File: src/rtl/bar_map_pkg.sv
package bar_map_pkg;

  localparam int unsigned DATA_W     = 8;
  localparam int unsigned BAR_SIZE   = 32'h80000;
  localparam int unsigned BAR_ADDR_W = $clog2(BAR_SIZE);

  localparam int unsigned CC_BASE = 32'h0000;
  localparam int unsigned CC_SIZE = 56;
  localparam int unsigned IS_BASE = 32'h2000;
  localparam int unsigned IS_SIZE = 1;
  localparam int unsigned DC_BASE = 32'h4000;
  localparam int unsigned DC_SIZE = 32'h1000;
  localparam int unsigned NT_BASE = 32'h6000;
  localparam int unsigned NT_SIZE = 32'h1000;
  localparam int unsigned VT_BASE = 32'h8000;
  localparam int unsigned VT_SIZE = 32'h40000;
  localparam int unsigned PB_BASE = 32'h48000;
  localparam int unsigned PB_SIZE = 32'h800;

  localparam int unsigned NOTIFY_STRIDE = 4;

  localparam int unsigned CC_OFF_W = $clog2(CC_SIZE);
  localparam int unsigned DC_OFF_W = $clog2(DC_SIZE);
  localparam int unsigned NT_OFF_W = $clog2(NT_SIZE);
  localparam int unsigned VT_OFF_W = $clog2(VT_SIZE);
  localparam int unsigned PB_OFF_W = $clog2(PB_SIZE);
  localparam int unsigned REL_W    = VT_OFF_W;

  typedef enum logic [2:0] {
    RG_NONE,
    RG_COMMON,
    RG_STATUS,
    RG_DEVCFG,
    RG_NOTIFY,
    RG_VTAB,
    RG_PEND
  } region_e;

endpackage

File: src/rtl/bar_decode.sv
module bar_decode
  import bar_map_pkg::*;
(
  input  logic [BAR_ADDR_W-1:0] addr,
  output region_e               region,
  output logic [REL_W-1:0]      rel
);

  logic [31:0] a;
  assign a = 32'(addr);

  function automatic logic in_win(input logic [31:0] x,
                                  input int unsigned base,
                                  input int unsigned size);
    return (x >= base) && (x < base + size);
  endfunction

  always_comb begin
    region = RG_NONE;
    rel    = '0;
    if (in_win(a, CC_BASE, CC_SIZE)) begin
      region = RG_COMMON;
      rel    = REL_W'(a - CC_BASE);
    end else if (in_win(a, IS_BASE, IS_SIZE)) begin
      region = RG_STATUS;
      rel    = '0;
    end else if (in_win(a, DC_BASE, DC_SIZE)) begin
      region = RG_DEVCFG;
      rel    = REL_W'(a - DC_BASE);
    end else if (in_win(a, NT_BASE, NT_SIZE)) begin
      region = RG_NOTIFY;
      rel    = REL_W'(a - NT_BASE);
    end else if (in_win(a, VT_BASE, VT_SIZE)) begin
      region = RG_VTAB;
      rel    = REL_W'(a - VT_BASE);
    end else if (in_win(a, PB_BASE, PB_SIZE)) begin
      region = RG_PEND;
      rel    = REL_W'(a - PB_BASE);
    end
  end

endmodule

File: src/rtl/isr_status.sv
module isr_status #(
  parameter int unsigned W = 8
) (
  input  logic         clk,
  input  logic         rst,
  input  logic         rd_hit,
  input  logic         wr_hit,
  input  logic [W-1:0] clr_mask,
  input  logic [W-1:0] set_in,
  output logic [W-1:0] status_q
);

  always_ff @(posedge clk) begin
    if (rst) begin
      status_q <= '0;
    end else if (rd_hit) begin
      status_q <= set_in;
    end else if (wr_hit) begin
      status_q <= (status_q & ~clr_mask) | set_in;
    end else begin
      status_q <= status_q | set_in;
    end
  end

endmodule

File: src/rtl/notify_doorbell.sv
module notify_doorbell #(
  parameter int unsigned NUM_Q  = 4,
  parameter int unsigned OFF_W  = 12,
  parameter int unsigned STRIDE = 4
) (
  input  logic             clk,
  input  logic             rst,
  input  logic             wr_hit,
  input  logic [OFF_W-1:0] off,
  output logic [NUM_Q-1:0] ring_q
);

  for (genvar q = 0; q < NUM_Q; q++) begin : g_queue
    localparam logic [OFF_W-1:0] SLOT = OFF_W'(q * STRIDE);
    always_ff @(posedge clk) begin
      if (rst) ring_q[q] <= 1'b0;
      else     ring_q[q] <= wr_hit && (off == SLOT);
    end
  end

endmodule

File: src/rtl/bar_region_router.sv
module bar_region_router
  import bar_map_pkg::*;
#(
  parameter int unsigned NUM_Q = 4,
  parameter int unsigned ISR_W = 8
) (
  input  logic                  clk,
  input  logic                  rst,
  input  logic [BAR_ADDR_W-1:0] bus_addr,
  input  logic [DATA_W-1:0]     bus_wdata,
  input  logic                  bus_rd,
  input  logic                  bus_wr,
  output logic [DATA_W-1:0]     bus_rdata,
  output logic [DATA_W-1:0]     sub_wdata,
  output logic                  cc_rd,
  output logic                  cc_wr,
  output logic [CC_OFF_W-1:0]   cc_off,
  input  logic [DATA_W-1:0]     cc_rdata,
  output logic                  dc_rd,
  output logic                  dc_wr,
  output logic [DC_OFF_W-1:0]   dc_off,
  input  logic [DATA_W-1:0]     dc_rdata,
  output logic                  vt_rd,
  output logic                  vt_wr,
  output logic [VT_OFF_W-1:0]   vt_off,
  input  logic [DATA_W-1:0]     vt_rdata,
  output logic                  pb_rd,
  output logic                  pb_wr,
  output logic [PB_OFF_W-1:0]   pb_off,
  input  logic [DATA_W-1:0]     pb_rdata,
  input  logic [ISR_W-1:0]      isr_set,
  output logic [NUM_Q-1:0]      doorbell
);

  region_e            region;
  logic [REL_W-1:0]   rel;
  logic               wr_en;
  logic [ISR_W-1:0]   isr_q;
  logic [DATA_W-1:0]  rdata_q;

  assign wr_en = bus_wr && !bus_rd;

  bar_decode u_dec (
    .addr   (bus_addr),
    .region (region),
    .rel    (rel)
  );

  assign sub_wdata = bus_wdata;

  assign cc_rd  = bus_rd && (region == RG_COMMON);
  assign cc_wr  = wr_en  && (region == RG_COMMON);
  assign cc_off = rel[CC_OFF_W-1:0];
  assign dc_rd  = bus_rd && (region == RG_DEVCFG);
  assign dc_wr  = wr_en  && (region == RG_DEVCFG);
  assign dc_off = rel[DC_OFF_W-1:0];
  assign vt_rd  = bus_rd && (region == RG_VTAB);
  assign vt_wr  = wr_en  && (region == RG_VTAB);
  assign vt_off = rel[VT_OFF_W-1:0];
  assign pb_rd  = bus_rd && (region == RG_PEND);
  assign pb_wr  = wr_en  && (region == RG_PEND);
  assign pb_off = rel[PB_OFF_W-1:0];

  isr_status #(.W(ISR_W)) u_isr (
    .clk      (clk),
    .rst      (rst),
    .rd_hit   (bus_rd && (region == RG_STATUS)),
    .wr_hit   (wr_en && (region == RG_STATUS)),
    .clr_mask (bus_wdata[ISR_W-1:0]),
    .set_in   (isr_set),
    .status_q (isr_q)
  );

  notify_doorbell #(
    .NUM_Q  (NUM_Q),
    .OFF_W  (NT_OFF_W),
    .STRIDE (NOTIFY_STRIDE)
  ) u_bell (
    .clk    (clk),
    .rst    (rst),
    .wr_hit (wr_en && (region == RG_NOTIFY)),
    .off    (rel[NT_OFF_W-1:0]),
    .ring_q (doorbell)
  );

  always_ff @(posedge clk) begin
    if (rst) begin
      rdata_q <= '0;
    end else if (bus_rd) begin
      case (region)
        RG_COMMON: rdata_q <= cc_rdata;
        RG_STATUS: rdata_q <= DATA_W'(isr_q);
        RG_DEVCFG: rdata_q <= dc_rdata;
        RG_VTAB:   rdata_q <= vt_rdata;
        RG_PEND:   rdata_q <= pb_rdata;
        default:   rdata_q <= '0;
      endcase
    end
  end

  assign bus_rdata = rdata_q;

endmodule

File: config.mk
export PLATFORM = sky130hd
export DESIGN_NAME = bar_region_router
export DESIGN_NICKNAME = d
export VERILOG_FILES = /design/src/rtl/bar_map_pkg.sv /design/src/rtl/bar_decode.sv /design/src/rtl/isr_status.sv /design/src/rtl/notify_doorbell.sv /design/src/rtl/bar_region_router.sv
export SDC_FILE = /design/constraint.sdc
export NUM_CORES = 1
export LEC_CHECK = 0
export BUFFER_PORTS_ARGS = -buffer_cell sky130_fd_sc_hd__buf_2
export CORE_MARGIN = 2
export CORE_UTILIZATION = 30
export CTS_CLUSTER_DIAMETER = 50
export DETAILED_ROUTE_END_ITERATION = 6
export GPL_TIMING_DRIVEN = 0
export RECOVER_POWER = 50
export SYNTH_ARGS = -nofsm -noshare
export SYNTH_HDL_FRONTEND = slang
export SYNTH_SLANG_ARGS = --single-unit
File: constraint.sdc
create_clock -name clk -period 3.5 [get_ports clk]
set_clock_uncertainty 0.2 [all_clocks]
set_input_delay 0 -clock clk [delete_from_list [all_inputs] [get_ports clk]]
set_output_delay 0 -clock clk [all_outputs]
set_load 0.05 [all_outputs]
==> impl_results.md <==
- HP Class: in2reg
- Crit path to: u_isr.status_q[2]
- CTS root buf: clkbuf_8
- Mapped cell area: 2064 µm²
- Hold Crit Start: bus_addr[6]
- Die Width: 86.96 µm
- Failing checks: hold timing
- Count of final max-slew check failures: 0
- Commonest non-fill, non-tap cell in the layout: buf_2
- Main synth FF type: dfxtp_1
- # rows: 30
- Endpoints failing hold: 1
- I/O pin cnt: 146
- Final instance area: 3236 µm²
- Headroom to the max-slew limit: 11.06%
- Multi-input logic area: 1227 µm²
- Commonest cells after routing, fill and taps aside: 102 x buf_2, 44 x clkbuf_1, 38 x dlygate4sd3_1
- Vias in the first global route: 2,259
- Sequential area share after synthesis: 19.39%
- Via count: 2,486
- Syn_nets: 328
- IO buf count: 143
- GRT overflow: 0
- Fmax achieved: 0.3102 GHz
- MaxCap Viol Count: 0
- FF-to-FF path depth: 3
- DR iter-0 viols: 132
- Die area: 7561 µm²
- CTS Buf Count: 3
- WHS: -0.007216 ns
- Initial Util: 30.73%
- Layout cells sized above 1: 40.60%
- Wl on met1: 3.151 mm
- 1st-pass router iterations: 4
- Post-synth EDFFs: 0
- Post-DP Area: 2880 µm²
- Data required time of the critical path: 3.45 ns
- Top routing layer in use: met4
- R2r endpoint: bus_rdata[1]
- Sink Count: 20
- Final setup viols: 0
- Crit. Startpoint: bus_addr[3]
- Gpl congestion: 0.8670
- Post-route antenna net violation count: 0
- First-pass GRT wire length: 10.86 mm
- Crit path kind: in2reg
- Post-CTS Setup Inserts: 0
- Setup TNS Final: 0 ns
- CTS H-Tree Depth: 1
- Clk pin slew, worst setup/hold paths: 0.07 ns
- TritonCTS clock tree: yes
- Yosys warnings: 0
- Final cycle utilization of the critical path: 92.10%
- Outcome: complete, but fails checks
- Reg-to-reg startpoint: bus_rdata[1]
- Final setup margin: 0.2764 ns
- Count of cell types in the netlist: 54
- WL/cell: 14.37 µm
- Largest net degree at the start of global routing: 11
- FILL cells: 691
- Total GRT Usage: 18.00%
- Pre-CTS WS: 0.5116 ns
- VDD IR max: 0.0001794 V
- Register area: 400.4 µm²
- Initial antenna violation count: 0
- Synth async-reset ratio: 0%
- Clock Latency Late Sink: 0.26 ns
- Worst-Margin Slew: 1.326 ns
- DR vias/cell: 4.865
- DRC: 0
- Critical path capture point type: flop
- Min cycle time layout: 3.224 ns
- Syn Area/Cell: 8.325 µm²
- Clock buffer depth: 2
- Hpwl dp: 5.740 mm
- NumNets Final: 513
- Register-to-Register Setup Slack: 1.76 ns
- Area added between synthesis and finish: 56.73%
- Core footprint: 6719 µm²
- CP startpoint kind: primary input
- Metal2 WL: 3.556 mm
- Pleak: 0.001538 µW
- CP Data Arrival Time: 3.17 ns
- Chip Height: 86.96 µm
- CP Max Fanout: 10
- Synthesized netlist cell count: 248
- Synth Register Bits: 20
- RSZ-0062 raised after global routing: no
- Drt total wl: 7.341 mm
- Pwr Density: 280.4 nW/µm²
- ANT cells: 0
- Detail Route met3 WL: 623 µm
per-stage QoR:
step	total power [µW]	std cells	utilization, %
2_1_floorplan	608.3	248	-
3_3_place_gp	733.8	471	42.87
3_5_place_dp	737.2	471	42.87
4_1_cts	916.3	511	48.99
5_1_grt	947.5	511	48.16
6_report	907.3	511	48.16
cells in the mapped netlist (8+ instances only):
library cell,number,area (µm²)
a22oi_2,8,100.1
nand2_1,12,45.04
dfxtp_1,20,400.4
a311oi_2,8,120.1
o21ai_0,11,55.05
nor2_1,17,63.81
and3_1,15,93.84
inv_1,16,60.06
ha_1,9,112.6
buf_4,37,277.8
a21oi_1,21,105.1
a222oi_1,8,80.08
cells by family (layout without fill, tap and decap cells):
logic type	count (synthesis)	after routing	share of synthesized area, %
simple gates	80	80	22.36
compound gates	72	72	30.61
buf+inv	64	247	20.91
flops	20	20	19.39
fa+ha+maj	9	9	5.455
xor+xnor	3	3	1.273
metal layers:
layer / vias up / track usage [%]
li1: 1250 / -
met1: 1124 / 22.20
met2: 110 / 32.82
met3: 2 / 4.360
met4: 0 / 1.420
met5: - / 0
flip-flops by register name, indices dropped and copies added, names as in the netlist:
signal,cells
u_bell.ring_q,4
u_isr.status_q,8
bus_rdata,8
worst min-delay path by stage:
stage | end | cells after the start
2_1_floorplan | u_bell.ring_q[0] | 1
3_3_place_gp | bus_rdata[3] | 2
3_5_place_dp | bus_rdata[4] | 2
4_1_cts | u_bell.ring_q[3] | 4
5_1_grt | u_bell.ring_q[3] | 4
6_report | u_bell.ring_q[3] | 4
power by group:
group	internal [µW]	switching (µW)
logic	174	337
clock network	76.6	73.5
registers	239	8.05
worst max-delay path, stage by stage:
cell and delay (ns):
dlygate4sd3_1 0.54, buf_2 0.16, nor4_2 0.25, nand4_1 0.22, a2111oi_4 0.60, nand2_1 0.20
clkbuf_1 0.27, o21ai_0 0.26, a21oi_1 0.09, dlygate4sd3_1 0.57
cell type report:
| class | count | area share (%) |
|---|---|---|
| Multi-Input combinational cell | 164 | 37.94 |
| Timing Repair Buffer | 180 | 31.98 |
| Sequential cell | 20 | 12.37 |
| Buffer | 48 | 11.48 |
| Tap cell | 80 | 3.094 |
| Inverter | 16 | 1.856 |
| Clock buffer | 3 | 1.276 |
timing repair:
| action | in CTS | in global routing |
|---|---|---|
| hold buffers | 37 | 0 |
| endpoints found under the setup margin | 0 | 0 |
| resized for setup | 0 | 0 |
| endpoints found under the hold margin | 20 | 0 |
Note: power is estimated with default switching activity, not from simulation.
